--- src/rtl/rfb_pkg.sv ---
package rfb_pkg;

    // Default geometry of the integer register file.
    localparam int unsigned RFB_DATA_W   = 32;
    localparam int unsigned RFB_ADDR_W   = 5;

    // The pipeline needs two source operands per decoded instruction.
    localparam int unsigned RFB_RD_PORTS = 2;

    // Index of the constant-zero register.
    localparam int unsigned RFB_ZERO_IDX = 0;

endpackage

--- src/rtl/rfb_storage.sv ---
module rfb_storage
    import rfb_pkg::*;
#(
    parameter int unsigned DATA_W = RFB_DATA_W,
    parameter int unsigned ADDR_W = RFB_ADDR_W,
    localparam int unsigned DEPTH = 1 << ADDR_W
) (
    input  logic                          clk,
    input  logic                          rst_n,
    input  logic                          wr_en,
    input  logic [ADDR_W-1:0]             wr_addr,
    input  logic [DATA_W-1:0]             wr_data,
    output logic [DEPTH-1:0][DATA_W-1:0]  q
);

    // One block per entry; entry zero is a constant and has no flops.
    for (genvar g = 0; g < DEPTH; g++) begin : g_entry
        if (g == RFB_ZERO_IDX) begin : g_zero
            assign q[g] = '0;
        end else begin : g_live
            logic              sel;
            logic [DATA_W-1:0] entry_q;

            assign sel = wr_en && (wr_addr == ADDR_W'(g));

            always_ff @(posedge clk or negedge rst_n) begin
                if (!rst_n) begin
                    entry_q <= '0;
                end else if (sel) begin
                    entry_q <= wr_data;
                end
            end

            assign q[g] = entry_q;
        end
    end

    // an enabled write to a live entry is visible in that entry next cycle
    p_write_lands_r2: assert property (@(posedge clk) disable iff (!rst_n)
        (wr_en && wr_addr != '0) |=> (q[$past(wr_addr)] == $past(wr_data)));

    // no enabled write leaves the whole array unchanged
    p_hold_idle_r3: assert property (@(posedge clk) disable iff (!rst_n)
        (!wr_en) |=> $stable(q));

    // a write aimed at entry zero changes nothing
    p_zero_write_dropped_r6: assert property (@(posedge clk) disable iff (!rst_n)
        (wr_en && wr_addr == '0) |=> $stable(q));

    // during reset every entry holds zero
    p_reset_clear_r1: assert property (@(posedge clk)
        (!rst_n) |-> (q == '0));

endmodule

--- src/rtl/rfb_read_port.sv ---
module rfb_read_port
    import rfb_pkg::*;
#(
    parameter int unsigned DATA_W = RFB_DATA_W,
    parameter int unsigned ADDR_W = RFB_ADDR_W,
    localparam int unsigned DEPTH = 1 << ADDR_W
) (
    input  logic                          clk,
    input  logic                          rst_n,
    input  logic [DEPTH-1:0][DATA_W-1:0]  q,
    input  logic [ADDR_W-1:0]             rd_addr,
    input  logic                          wr_en,
    input  logic [ADDR_W-1:0]             wr_addr,
    input  logic [DATA_W-1:0]             wr_data,
    output logic [DATA_W-1:0]             rd_data
);

    logic              addr_live;
    logic              bypass_hit;
    logic [DATA_W-1:0] stored;

    assign addr_live  = (rd_addr != ADDR_W'(RFB_ZERO_IDX));
    assign bypass_hit = wr_en && addr_live && (wr_addr == rd_addr);
    assign stored     = q[rd_addr];

    always_comb begin
        if (bypass_hit) begin
            rd_data = wr_data;
        end else begin
            rd_data = stored;
        end
    end

    // data forwarded during a collision is exactly what the array commits
    p_bypass_commits_r4: assert property (@(posedge clk) disable iff (!rst_n)
        (wr_en && rd_addr != '0 && wr_addr == rd_addr)
            |=> (q[$past(rd_addr)] == $past(rd_data)));

    // with no write pending, the value read is the value that stays stored
    p_idle_reads_stored_r5: assert property (@(posedge clk) disable iff (!rst_n)
        (!wr_en) |=> (q[$past(rd_addr)] == $past(rd_data)));

endmodule

--- src/rtl/rfb_regfile.sv ---
module rfb_regfile
    import rfb_pkg::*;
#(
    parameter int unsigned DATA_W = RFB_DATA_W,
    parameter int unsigned ADDR_W = RFB_ADDR_W
) (
    input  logic              clk,
    input  logic              rst_n,
    input  logic [ADDR_W-1:0] rd_addr_a,
    input  logic [ADDR_W-1:0] rd_addr_b,
    input  logic [ADDR_W-1:0] wr_addr,
    input  logic [DATA_W-1:0] wr_data,
    input  logic              wr_en,
    output logic [DATA_W-1:0] rd_data_a,
    output logic [DATA_W-1:0] rd_data_b
);

    localparam int unsigned DEPTH = 1 << ADDR_W;
    localparam int unsigned NPORT = RFB_RD_PORTS;

    logic [DEPTH-1:0][DATA_W-1:0] q;
    logic [NPORT-1:0][ADDR_W-1:0] port_addr;
    logic [NPORT-1:0][DATA_W-1:0] port_data;

    assign port_addr[0] = rd_addr_a;
    assign port_addr[1] = rd_addr_b;
    assign rd_data_a    = port_data[0];
    assign rd_data_b    = port_data[1];

    rfb_storage #(
        .DATA_W (DATA_W),
        .ADDR_W (ADDR_W)
    ) u_storage (
        .clk     (clk),
        .rst_n   (rst_n),
        .wr_en   (wr_en),
        .wr_addr (wr_addr),
        .wr_data (wr_data),
        .q       (q)
    );

    for (genvar p = 0; p < NPORT; p++) begin : g_port
        rfb_read_port #(
            .DATA_W (DATA_W),
            .ADDR_W (ADDR_W)
        ) u_port (
            .clk     (clk),
            .rst_n   (rst_n),
            .q       (q),
            .rd_addr (port_addr[p]),
            .wr_en   (wr_en),
            .wr_addr (wr_addr),
            .wr_data (wr_data),
            .rd_data (port_data[p])
        );
    end

    // port A never returns anything but zero for address 0
    p_zero_read_a_r6: assert property (@(posedge clk) disable iff (!rst_n)
        (rd_addr_a == '0) |-> (rd_data_a == '0));

    // port B never returns anything but zero for address 0
    p_zero_read_b_r6: assert property (@(posedge clk) disable iff (!rst_n)
        (rd_addr_b == '0) |-> (rd_data_b == '0));

    // two ports aimed at the same register agree
    p_ports_agree_r7: assert property (@(posedge clk) disable iff (!rst_n)
        (rd_addr_a == rd_addr_b) |-> (rd_data_a == rd_data_b));

endmodule

--- config.mk ---
export PLATFORM = sky130hd
export DESIGN_NAME = rfb_regfile
export DESIGN_NICKNAME = d
export VERILOG_FILES = /design/src/rtl/rfb_pkg.sv /design/src/rtl/rfb_storage.sv /design/src/rtl/rfb_read_port.sv /design/src/rtl/rfb_regfile.sv
export SDC_FILE = /design/constraint.sdc
export NUM_CORES = 2
export LEC_CHECK = 0
export BUFFER_PORTS_ARGS = -buffer_cell sky130_fd_sc_hd__buf_4
export CORE_AREA = 3 3 342 412
export CTS_CLUSTER_SIZE = 25
export DETAILED_ROUTE_END_ITERATION = 12
export DIE_AREA = 0 0 345 415
export PLACE_DENSITY = 0.51
export SLEW_MARGIN = 10
export SYNTH_ARGS = -nofsm -noshare
export SYNTH_HDL_FRONTEND = slang
export SYNTH_SLANG_ARGS = --single-unit
--- constraint.sdc ---
create_clock -name clk -period 4.55 [get_ports clk]
set_clock_uncertainty 0.2 [all_clocks]
set_input_delay 1.365 -clock clk [delete_from_list [all_inputs] [get_ports clk]]
set_output_delay 1.365 -clock clk [all_outputs]
set_load 0.05 [all_outputs]
# After elaboration in Yosys (flattened, before gate mapping)
# Index checks and enable logic that the tools add are counted.
[word_totals] regBits=992 latch_bits=0 ram_bits=0 rom_bits=0 inputBits=50 out_inout_bits=64 word_cells=109 memories=0
[classes] addsub=0 mul=0 div_mod_pow=0 magnitude_cmp=2 eq_ne=33 shifts=0 n_mux=6 bitwise=0 n_reduce_logical=37
[op_table] op="binary-select mux 32 bit (select 5 bit)" n=2
[op_table] op="2-to-1 mux 32 bit" n=4
[op_table] op="equality test 5 bit (second input constant)" n=16
[op_table] op="equality test 5 x 4 -> 1 bit (second input constant)" n=8
[op_table] op="logical AND 1 bit" n=35
[op_table] op="equality test 5 x 3 -> 1 bit (second input constant)" n=4
[op_table] op="less-than comparator 5 x 6 -> 1 bit (second input constant)" n=2
[op_table] op="equality test 5 x 2 -> 1 bit (second input constant)" n=2
[op_table] op="equality test 5 bit" n=2
[op_table] op="nonzero test 5 bit" n=2
[op_table] op="equality test 5 x 1 -> 1 bit (second input constant)" n=1

# Depth between registers and ports, before layout
[depth] ltp_word=4 depth_mapped=10 depth_no_buf=5

# Modules after synthesis
# From an unflattened synthesis, not the netlist that was laid out.
[unflattened] cells_unflattened=3810 area_unflattened_um2=55448.2
[by_module_without_submodules] module="rfb_storage" instances=1 cells_each=2256 area_per_inst_um2=37603.6 seq_area_each_um2=24823.8
[by_module_without_submodules] module="rfb_read_port" instances=2 cells_each=777 area_per_inst_um2=8922.3 seq_area_each_um2=0.0

# Worst setup path before layout
# No wires, ideal clock.
[synth_path] path_type="input -> output" startpoint="in rd_addr_b[0]" endpoint="out rd_data_b[11]" arrival_ns=4.125 required_ns=2.985 slack_ns=-1.140 path_stages=9 path_buffers=5 cell_sequence="buf_6 > buf_12 > buf_12 > and2_1 > buf_2 > buf_2 > a22oi_1 > a21oi_1 > o41ai_1"
[synth_via] elab_chain_len=4 elab_cells_between_ends=7 cone_classes="eq/ne (1); mux (3); reduce/logical (3)"
[synth_lines] item="start, declared" line="rfb_regfile.sv:10" source="input logic [ADDR_W-1:0] rd_addr_b,"
[synth_lines] item="branches (longest 3 deep; another with binary-select mux 32 bit (select 5 bit))"
[synth_lines] item="2-to-1 mux 32 bit (*)" line="rfb_read_port.sv:27" source="if (bypass_hit) begin"
[synth_lines] item="end, declared" line="rfb_regfile.sv:15" source="output logic [DATA_W-1:0] rd_data_b"
# Mark *: on every way between the ends. The select of a mux whose other input is x is not followed.

# Worst setup path after layout
[layout_path] startpoint="in rd_addr_b[0]" endpoint="out rd_data_b[0]"
# The elaborated chain is that of the path after synthesis.

==> reports/qor.csv <==
metric,value,unit
average size of a mapped cell,13.4,sq um
largest fanout of any net on the critical path,6,
number of levels the H-tree was split into,3,
vertical extent of the die,415,um
area grow syn2layout,29.3,%
die width,345,um
fraction of synthesized area in multiplexers,40.4,%
final hold violations,0,
violated checks,setup timing,
all-layer global routing usage,30.1,%
post-route ant nets,0,
max_cap viols,0,
most frequent cells in the layout,"sky130_fd_sc_hd__mux2_2, sky130_fd_sc_hd__dfrtp_1, sky130_fd_sc_hd__mux2i_1",
critical path endpoint category,output port,
Period minus WS final,4.89,ns
most flop-heavy register,u_storage.g_entry.g_live.entry_q,
clock tree buffer depth,3,
sum of overflow across all layers after global routing,0,
via/cell ratio,6.23,
root buffer selected by CTS,sky130_fd_sc_hd__clkbuf_16,
instance count of the mapped netlist,4091,
registers with the highest flip-flop counts,u_storage.g_entry.g_live.entry_q x992,
number of iterations in the first detailed-routing pass,7,
max FFs per register,992,
sequential area share after synthesis,45.4,%
CTS sink cnt,992,
Compound-Gate Fraction of Synth Area,7.72,%
number of unique standard cell types used by synthesis,52,
synthesized netlist net count,4141,
CP Data Required Time,2.98,ns
utilization after layout,51.5,%
crit start category,input pin,
instance count after placement with tap cells included,6083,
worst-case vdd ir drop,305,uV
starting DRC count in detailed routing,3121,
worst-margin pin slew,0.807,ns
areal power density over the cells,404,nW/um^2
IO buf count,113,
Avg WL per Cell,34.4,um
"commonest non-fill, non-tap cell in the layout",sky130_fd_sc_hd__mux2_2,
Worst EP arrival,3.32,ns
fraction of the mapped netlist area in simple logic gates,2.31,%
number of global-route vias before repair,41019,
final instance count without filler cells,6412,
final weighted congestion in routability-driven placement,0.837,
number of cells on the worst reg-to-reg path,1,
CTS tree,built,
post-detailed-routing wire length,221000,um
outcome,"complete, but fails checks",
post-DP HPWL,137000,um
Pins Over Slew Limit,0,
largest family of logic cells by synthesized area,multiplexers,
relative slew slack,45.8,%
xor/xnor cell area share of the yosys netlist,0.128,%
starting density of the core,39.9,%
setup repair after global routing missed its margin,true,
DRC,0,
Core Footprint,137000,sq um
floorplan die area,143000,sq um
"Hold-fix buffers, CTS",0,
number of buffers inserted during clock tree synthesis,115,
global-route wire length before repair,314000,um
number of I/O pins,114,
setup violation total in the final timing report,64,
number of flops mapped to enable cells by yosys,0,
type of the setup path with the least slack,input pin to output port,
f_max,0.205,GHz
Yosys reg bits,992,
Worst Slack Setup Final,-0.338,ns
leak pwr,31.1,nW
std cell rows,149,
primary flip-flop cell chosen by synthesis mapping,sky130_fd_sc_hd__dfrtp_1,
share of the clock period used by the worst path after layout,107,%
post-synthesis adder-cell area fraction,0,%
worst hold path depth,1,
clock input transition at the sequential cells of the worst setup and hold paths,0.05,ns
fraction of final layout cells with drive strength greater than 1,56.7,%
"FFs w/ async S/R, synth",100,%
Layout Nets,4553,
clock insertion delay at the later pin of the skew report,0.72,ns
synth warn,0,
worst hold-check path type,register to register,
antenna violations before repair,6,
largest net degree at the start of global routing,108,
area of the mapped netlist,54700,sq um
overall via count from detail_route,39967,
synthesized netlist by cell type (13+ instances only):
library cell               number  share of area [%]
sky130_fd_sc_hd__o21ai_1       17               0.16
sky130_fd_sc_hd__o21ai_0       29               0.27
sky130_fd_sc_hd__clkbuf_1     198                1.4
sky130_fd_sc_hd__a221o_1       35               0.64
sky130_fd_sc_hd__o21a_1        31               0.43
sky130_fd_sc_hd__a22oi_1       65               0.89
sky130_fd_sc_hd__buf_4         37               0.51
sky130_fd_sc_hd__dfrtp_1      992                 45
sky130_fd_sc_hd__mux4_2       233                9.6
sky130_fd_sc_hd__nand2_1      185                1.3
sky130_fd_sc_hd__a21oi_1       80               0.73
sky130_fd_sc_hd__buf_1         53               0.36
sky130_fd_sc_hd__nor2_1        58               0.40
sky130_fd_sc_hd__nor2b_1       13               0.15
sky130_fd_sc_hd__a211oi_1      35               0.48
sky130_fd_sc_hd__o22ai_1       35               0.40
sky130_fd_sc_hd__o221ai_1      75                1.2
sky130_fd_sc_hd__mux2i_1      435                8.0
sky130_fd_sc_hd__buf_6         16               0.33
sky130_fd_sc_hd__buf_2        135                1.2
sky130_fd_sc_hd__a221oi_1      76                1.2
sky130_fd_sc_hd__o31ai_1       38               0.52
sky130_fd_sc_hd__mux2_2      1098                 23
cell families (layout without fill, tap and decap cells):
kind of cell | count (synthesis) | after routing
mux | 1777 | 1777
flops | 992 | 992
compound gates | 565 | 565
buf+inv | 450 | 956
simple gates | 299 | 299
xor+xnor | 8 | 8
other cells | 0 | 3
repair_timing:
action	4_1_cts	5_1_grt
resized for setup	378	196
buffers inserted	58	52
cloned	28	9
pin swaps	69	106
endpoints found under the setup margin	64	64
power by group:
group	leakage (nW)	switching (W)	internal, W
clock	1.92	0.00396	0.00566
combinational	16.5	0.00317	0.00391
sequential	12.7	0.00130	0.0106
final cells by class:
type	count	area [sq um]
diodes	3	7.51
fillers	11910	66500
clock buffers	177	3460
inverters	2	8.76
multi-input cells	2649	30200
clock inverters	34	417
well taps	1812	2270
flip-flops and latches	992	24800
repair buffers	743	9580
critical path, stage by stage:
cell	delay [ns]
sky130_fd_sc_hd__buf_16	0.14
sky130_fd_sc_hd__buf_12	0.15
sky130_fd_sc_hd__buf_12	0.13
sky130_fd_sc_hd__buf_8	0.12
sky130_fd_sc_hd__mux4_2	0.49
sky130_fd_sc_hd__mux2_4	0.28
sky130_fd_sc_hd__nand2_2	0.06
sky130_fd_sc_hd__a32o_2	0.27
sky130_fd_sc_hd__o21ai_4	0.12
sky130_fd_sc_hd__buf_6	0.17
per-stage QoR:
step	hold slack (ns)	setup TNS [ns]	cell area [sq um]	power, W	setup WS, ns
2_1_floorplan	0.270	-0.607	55600	0.0160	-0.176
3_3_place_gp	0.289	-25.69	62500	0.0182	-0.623
3_5_place_dp	0.301	-25.89	62500	0.0184	-0.573
4_1_cts	0.313	-16.17	69400	0.0285	-0.346
5_1_grt	0.331	-17.33	70700	0.0297	-0.356
6_report	0.315	-15.05	70700	0.0286	-0.338
path summary, 6_finish.rpt:
| check | startpoint | endpoint | slack (ns) |
|---|---|---|---|
| max | rd_addr_b[0] | rd_data_b[0] | -0.34 |
| min | u_storage.g_entry[18].g_live.entry_q[7] | u_storage.g_entry[18].g_live.entry_q[7] | 0.31 |
| max reg2reg | u_storage.g_entry[30].g_live.entry_q[9] | u_storage.g_entry[30].g_live.entry_q[9] | 3.53 |
| min reg2reg | u_storage.g_entry[18].g_live.entry_q[7] | u_storage.g_entry[18].g_live.entry_q[7] | 0.31 |
| max in group asynchronous | rst_n | u_storage.g_entry[2].g_live.entry_q[31] | 2.62 |
| min in group asynchronous | rst_n | u_storage.g_entry[16].g_live.entry_q[5] | 0.37 |
per-layer routing:
| metal | up-vias | GRT usage [%] | share of wire [%] |
|---|---|---|---|
| li1 | 16510 | - | - |
| met1 | 21610 | 40.0 | 42 |
| met2 | 1421 | 49.6 | 48 |
| met3 | 424 | 4.36 | 6.2 |
| met4 | 2 | 12.1 | 4.4 |
| met5 | - | 0 | 0.0059 |
No activity file was read; power rests on OpenSTA's default activity.
